===== config.mk =====
export PLATFORM = sky130hd
export DESIGN_NAME = optrom_scanner
export DESIGN_NICKNAME = d
export VERILOG_FILES = /design/src/rtl/optrom_pkg.sv /design/src/rtl/optrom_span_calc.sv /design/src/rtl/optrom_sum8.sv /design/src/rtl/optrom_sig_det.sv /design/src/rtl/optrom_scanner.sv
export SDC_FILE = /design/constraint.sdc
export NUM_CORES = 1
export LEC_CHECK = 0
export BUFFER_PORTS_ARGS = -buffer_cell sky130_fd_sc_hd__buf_4
export CORE_MARGIN = 2
export CORE_UTILIZATION = 59
export CTS_CLUSTER_DIAMETER = 150
export DETAILED_ROUTE_END_ITERATION = 10
export PLACE_DENSITY = 0.78
export REMOVE_ABC_BUFFERS = 1
export SLEW_MARGIN = 0
export SYNTH_ARGS = -nofsm -noshare
export SYNTH_HDL_FRONTEND = slang
export SYNTH_SLANG_ARGS = --single-unit

===== constraint.sdc =====
create_clock -name clk -period 7.62 [get_ports clk]
set_input_delay 0.762 -clock clk [delete_from_list [all_inputs] [get_ports clk]]
set_output_delay 0.762 -clock clk [all_outputs]
set_load 0.02 [all_outputs]

===== src/rtl/optrom_pkg.sv =====
package optrom_pkg;

    typedef enum logic [2:0] {
        ST_IDLE,
        ST_CAND,
        ST_SIG0,
        ST_SIG1,
        ST_LEN,
        ST_SUM,
        ST_TAIL,
        ST_REPORT
    } scan_state_t;

    localparam logic [7:0] SIG_FIRST  = 8'h55;
    localparam logic [7:0] SIG_SECOND = 8'hAA;
    localparam int         ENTRY_OFS  = 3;

    function automatic logic [7:0] byte_add(input logic [7:0] a, input logic [7:0] b);
        return a + b;
    endfunction

endpackage


===== src/rtl/optrom_span_calc.sv =====
module optrom_span_calc #(
    parameter int               ADDR_W    = 20,
    parameter logic [ADDR_W-1:0] WIN_HI   = 20'hE0000,
    parameter int               STRIDE_LG = 11,
    parameter int               UNIT_LG   = 9,
    localparam int              EXT_W     = ADDR_W + 1
) (
    input  logic [EXT_W-1:0] base,
    input  logic [7:0]       len,
    output logic [EXT_W-1:0] img_end,
    output logic             fits,
    output logic [EXT_W-1:0] next_skip,
    output logic [EXT_W-1:0] next_after
);
    localparam logic [EXT_W-1:0] STEP = EXT_W'(1) << STRIDE_LG;
    localparam logic [EXT_W-1:0] MASK = ~(STEP - EXT_W'(1));
    localparam logic [EXT_W-1:0] HI_E = {1'b0, WIN_HI};

    logic [EXT_W-1:0] span;

    always_comb begin
        span       = EXT_W'(len) << UNIT_LG;
        img_end    = base + span;
        fits       = (len != 8'd0) && (img_end <= HI_E);
        next_skip  = base + STEP;
        next_after = (img_end + STEP - EXT_W'(1)) & MASK;
    end
endmodule


===== src/rtl/optrom_sum8.sv =====
module optrom_sum8
    import optrom_pkg::*;
(
    input  logic       clk,
    input  logic       rst,
    input  logic       clr,
    input  logic       en,
    input  logic [7:0] din,
    output logic       zero_with_din
);
    logic [7:0] sum_q;
    logic [7:0] sum_nxt;

    always_comb begin
        sum_nxt       = byte_add(sum_q, din);
        zero_with_din = (sum_nxt == 8'd0);
    end

    always_ff @(posedge clk) begin
        if (rst || clr) begin
            sum_q <= 8'd0;
        end else if (en) begin
            sum_q <= sum_nxt;
        end
    end
endmodule


===== src/rtl/optrom_sig_det.sv =====
module optrom_sig_det
    import optrom_pkg::*;
(
    input  logic       clk,
    input  logic       rst,
    input  logic       clr,
    input  logic       cap_first,
    input  logic       cap_second,
    input  logic [7:0] din,
    output logic       match
);
    logic first_ok;
    logic second_ok;

    always_ff @(posedge clk) begin
        if (rst || clr) begin
            first_ok  <= 1'b0;
            second_ok <= 1'b0;
        end else begin
            if (cap_first)  first_ok  <= (din == SIG_FIRST);
            if (cap_second) second_ok <= (din == SIG_SECOND);
        end
    end

    assign match = first_ok && second_ok;
endmodule


===== src/rtl/optrom_scanner.sv =====
module optrom_scanner
    import optrom_pkg::*;
#(
    parameter int                ADDR_W    = 20,
    parameter logic [ADDR_W-1:0] WIN_LO    = 20'hC0000,
    parameter logic [ADDR_W-1:0] WIN_HI    = 20'hE0000,
    parameter int                STRIDE_LG = 11,
    parameter int                UNIT_LG   = 9,
    parameter int                CNT_W     = 8
) (
    input  logic              clk,
    input  logic              rst,
    input  logic              start,
    input  logic              ack,
    output logic              rd_en,
    output logic [ADDR_W-1:0] rd_addr,
    input  logic [7:0]        rd_data,
    output logic              found_valid,
    output logic [ADDR_W-1:0] entry_addr,
    output logic              done,
    output logic [CNT_W-1:0]  err_cnt
);
    localparam int               EXT_W   = ADDR_W + 1;
    localparam logic [EXT_W-1:0] LO_E    = {1'b0, WIN_LO};
    localparam logic [EXT_W-1:0] HI_E    = {1'b0, WIN_HI};
    localparam logic [CNT_W-1:0] CNT_MAX = {CNT_W{1'b1}};

    scan_state_t      state;
    logic [EXT_W-1:0] base_q;
    logic [EXT_W-1:0] ptr_q;
    logic [7:0]       len_q;
    logic             sum_pend;
    logic             found_q;
    logic [ADDR_W-1:0] entry_q;
    logic             done_q;
    logic [CNT_W-1:0] err_q;

    logic [7:0]       calc_len;
    logic [EXT_W-1:0] img_end;
    logic             img_fits;
    logic [EXT_W-1:0] next_skip;
    logic [EXT_W-1:0] next_after;
    logic [EXT_W-1:0] last_addr;
    logic             sig_match;
    logic             sum_zero;
    logic [EXT_W-1:0] addr_ext;
    logic             in_window;

    assign calc_len  = (state == ST_LEN) ? rd_data : len_q;
    assign last_addr = img_end - EXT_W'(1);
    assign in_window = (base_q < HI_E);

    optrom_span_calc #(
        .ADDR_W   (ADDR_W),
        .WIN_HI   (WIN_HI),
        .STRIDE_LG(STRIDE_LG),
        .UNIT_LG  (UNIT_LG)
    ) u_span (
        .base      (base_q),
        .len       (calc_len),
        .img_end   (img_end),
        .fits      (img_fits),
        .next_skip (next_skip),
        .next_after(next_after)
    );

    optrom_sig_det u_sig (
        .clk       (clk),
        .rst       (rst),
        .clr       (state == ST_CAND),
        .cap_first (state == ST_SIG0),
        .cap_second(state == ST_SIG1),
        .din       (rd_data),
        .match     (sig_match)
    );

    optrom_sum8 u_sum (
        .clk          (clk),
        .rst          (rst),
        .clr          (state == ST_LEN),
        .en           (((state == ST_SUM) || (state == ST_TAIL)) && sum_pend),
        .din          (rd_data),
        .zero_with_din(sum_zero)
    );

    always_comb begin
        rd_en    = 1'b0;
        addr_ext = base_q;
        unique case (state)
            ST_CAND: begin
                rd_en    = in_window;
                addr_ext = base_q;
            end
            ST_SIG0: begin
                rd_en    = 1'b1;
                addr_ext = base_q + EXT_W'(1);
            end
            ST_SIG1: begin
                rd_en    = 1'b1;
                addr_ext = base_q + EXT_W'(2);
            end
            ST_SUM: begin
                rd_en    = 1'b1;
                addr_ext = ptr_q;
            end
            default: begin
                rd_en    = 1'b0;
                addr_ext = base_q;
            end
        endcase
        rd_addr = addr_ext[ADDR_W-1:0];
    end

    always_ff @(posedge clk) begin
        if (rst) begin
            state    <= ST_IDLE;
            base_q   <= '0;
            ptr_q    <= '0;
            len_q    <= '0;
            sum_pend <= 1'b0;
            found_q  <= 1'b0;
            entry_q  <= '0;
            done_q   <= 1'b0;
            err_q    <= '0;
        end else begin
            done_q <= 1'b0;
            unique case (state)
                ST_IDLE: begin
                    if (start) begin
                        base_q <= LO_E;
                        err_q  <= '0;
                        state  <= ST_CAND;
                    end
                end
                ST_CAND: begin
                    if (in_window) begin
                        state <= ST_SIG0;
                    end else begin
                        done_q <= 1'b1;
                        state  <= ST_IDLE;
                    end
                end
                ST_SIG0: state <= ST_SIG1;
                ST_SIG1: state <= ST_LEN;
                ST_LEN: begin
                    len_q <= rd_data;
                    if (sig_match && img_fits) begin
                        ptr_q    <= base_q;
                        sum_pend <= 1'b0;
                        state    <= ST_SUM;
                    end else begin
                        base_q <= next_skip;
                        state  <= ST_CAND;
                    end
                end
                ST_SUM: begin
                    ptr_q    <= ptr_q + EXT_W'(1);
                    sum_pend <= 1'b1;
                    if (ptr_q == last_addr) begin
                        state <= ST_TAIL;
                    end
                end
                ST_TAIL: begin
                    sum_pend <= 1'b0;
                    if (sum_zero) begin
                        found_q <= 1'b1;
                        entry_q <= ADDR_W'(base_q + EXT_W'(ENTRY_OFS));
                        state   <= ST_REPORT;
                    end else begin
                        if (err_q != CNT_MAX) err_q <= err_q + CNT_W'(1);
                        base_q <= next_skip;
                        state  <= ST_CAND;
                    end
                end
                ST_REPORT: begin
                    if (ack) begin
                        found_q <= 1'b0;
                        base_q  <= next_after;
                        state   <= ST_CAND;
                    end
                end
                default: state <= ST_IDLE;
            endcase
        end
    end

    assign found_valid = found_q;
    assign entry_addr  = entry_q;
    assign done        = done_q;
    assign err_cnt     = err_q;
endmodule


==> impl_metrics.json <==
{
  "hold_end": "entry_addr[14]",
  "cts_sinks": 73,
  "max_freq_mhz": 176,
  "num_vias": 4969,
  "grt_max_degree": 54,
  "power_frac_comb_pct": 29.4,
  "drv_cap": 0,
  "power.switching_mw": 0.400,
  "gp_congestion": 0.930,
  "final_common_cell": "nor2_1",
  "hold_viol_final": 0,
  "cts-root-buf": "clkbuf_8",
  "cts_setup_buffers": 0,
  "port_buffers": 53,
  "dieArea_um2": 9340,
  "hold-path-cell-count": 2,
  "tightest_slew_ns": 1.21,
  "rows": 33,
  "cts_buffers": 9,
  "mostFrequentLayoutCells": "nor2_1 (75), dfxtp_1 (73), nand2_1 (62)",
  "regToRegEndpoint": "base_q[11]",
  "r2r_start": "state[2]",
  "cp.required_ns": 7.87,
  "swShare_pct": 33.6,
  "grt_usage_pct": 29.9,
  "cp-start-kind": "register",
  "final.setup_skew_ns": 0.0116,
  "die_w_um": 96.6,
  "grt_first_pass_wirelength_mm": 23.1,
  "crit_type": "register to register",
  "drv_slew": 0,
  "vias_per_cell": 6.23,
  "clockBufferDepth": 2,
  "synth_area_per_cell_um2": 7.67,
  "final_nets": 720,
  "layout_min_cycle_time_ns": 5.68,
  "status": "complete, no violations",
  "synth-async-reset-ratio_pct": 0,
  "pin_count": 63,
  "die_h_um": 96.6,
  "rr_worst_depth": 13,
  "yosys_warnings": 0,
  "crit_fanout": 21,
  "arrival_ns": 5.92,
  "synth_edf_count": 0,
  "p_leak_nw": 2.29,
  "seqCellArea_um2": 1460,
  "post-route-period-util_pct": 74.5,
  "internal-power_mw": 0.790,
  "ant_nets": 0,
  "clock_latency_ns": 0.36,
  "hold_slack_ns": 0.457,
  "r2r_slack_ns": 1.94,
  "drtPass1Iterations": 5,
  "min_path_type": "register to register",
  "cts_resized": 0,
  "syn_area_um2": 5060,
  "hold_start": "entry_addr[14]",
  "max_slew_margin_pct": 18.9,
  "power.total_mw": 1.19,
  "synth.distinct_cells": 75,
  "fillers": 683,
  "finalSetupViolations": 0,
  "p_per_area_nw_per_um2": 210,
  "cts_tree": "done",
  "ys_seq_elements": 73,
  "wl_mm": 14.4,
  "irDropWorstVdd_uv": 139,
  "yosysSeqAreaShare_pct": 28.9,
  "synthFlopType": "dfxtp_1",
  "area_delta_synth_final_pct": 12.1,
  "netlist_instances": 660,
  "start_util_pct": 61.3,
  "worstSetupEndpointType": "register",
  "coreArea_um2": 8260,
  "rsz0062_at_grt": "false",
  "tns_ns": 0,
  "drc": 0,
  "drive_above_1_share_pct": 12.4,
  "antenna_found_initial": 0,
  "grt_pass1_vias": 4547,
  "seqPwrFrac_pct": 35.8,
  "globalRouteOverflowTotal": 0,
  "place.detailed.hpwl_mm": 10.3,
  "clk_pin_slew_ns": 0.08,
  "utilization_pct": 68.7,
  "multi_input_area_um2": 3310,
  "avgRoutedWirePerCell_um": 18.1,
  "cts_max_level": 3,
  "p_clk_share_pct": 34.8,
  "drt_iter0_drc": 339,
  "postCtsHoldBufs": 0,
  "antenna_cells": 0
}
[flip-flops by register name, indices dropped and copies added (netlist names), 3 cells and up]
register / flops
base_q: 10
entry_addr: 10
err_cnt: 8
len_q: 8
ptr_q: 21
state: 3
u_sum.sum_q: 8
[kinds of logic after synthesis]
family,synth area share (%)
flip-flops,28.9
other,0.0741
multiplexers,3.31
adder cells (fa/ha/maj),5.24
AND/OR/NAND/NOR,28.5
XOR/XNOR,7.54
AO/OA/AOI/OAI,20.1
buffers and inverters,6.38
[metrics by stage]
step	instance area, µm²	setup slack (ns)	std cells
finish	5670	1.94	798
detailed placement	5410	2.16	782
global placement	5410	2.31	782
floorplan	4870	2.42	623
global route	5670	1.58	798
CTS	5670	2.12	798
[worst max-delay path, cell delays in order, from the launching register on]
cell and delay (ns):
dfxtp_1 0.71, nor3b_2 0.88, mux2_2 0.44, ha_1 0.20, inv_1 0.07, fa_1 0.19
nand3b_1 0.13, nand2_1 0.11, o311ai_2 0.62, o31ai_1 0.27, o311a_1 0.45, a211oi_2 1.02
o221ai_1 0.28, o211a_1 0.20
[Yosys cell counts (all sizes together), types with 3 or more instances]
library cell,instances,area (µm²)
nand4,6,37.5
mux2,3,33.8
xor2,18,158
nor3b,6,50.1
nor3,16,80.1
inv,26,97.6
clkbuf,29,109
nor2,75,282
and4,3,26.3
o221ai,4,35.0
a31oi,7,43.8
o32ai,3,26.3
a32oi,3,26.3
or3,3,18.8
nand3,29,145
nor4b,3,41.3
buf,16,116
and3,16,100
a211oi,8,60.1
or2,3,18.8
nor4,6,43.8
nor2b,6,37.5
dfxtp,73,1460
mux2i,13,134
ha,18,225
and2,18,113
a22oi,4,30.0
xnor2,23,201
a21oi,50,250
a311oi,7,61.3
o211ai,3,27.5
nand2b,9,56.3
nand2,62,233
a2111oi,3,26.3
o311ai,3,33.8
o21ai,35,175
nand3b,9,67.6
a21o,7,52.6
[metal layers]
layer	up-vias	GRT usage (%)	wire length [µm]
li1	2390	-	-
met1	2373	41.5	6600
met2	181	47.3	6750
met3	25	6.00	860
met4	0	8.78	221
met5	-	0	0
[power groups by stage]
| stage | clock [mW] | sequential, mW | combinational [mW] |
|---|---|---|---|
| finish | 0.414 | 0.426 | 0.350 |
| global route | 0.432 | 0.428 | 0.380 |
| CTS | 0.415 | 0.424 | 0.343 |
| detailed placement | 0 | 0.433 | 0.339 |
| global placement | 0 | 0.432 | 0.336 |
| floorplan | 0 | 0.424 | 0.256 |
[layout make-up]
type	count	share of cell area, %
clock buffers	10	2.25
clock inverters	6	2.43
inverters	26	1.72
multi-input cells	524	58.4
flip-flops and latches	73	25.8
well taps	105	2.32
repair buffers	54	7.14
[how the worst max path moves through the flow]
| stage | slack (ns) | to | startpoint |
|---|---|---|---|
| after floorplan | 2.42 | base_q[11] | state[2] |
| after global placement | 2.31 | base_q[11] | state[2] |
| after detailed placement | 2.16 | base_q[13] | state[2] |
| after CTS | 2.12 | base_q[13] | state[2] |
| after global routing | 1.58 | base_q[15] | state[2] |
| final | 1.94 | base_q[11] | state[2] |
(Power assumes the default switching activity.)
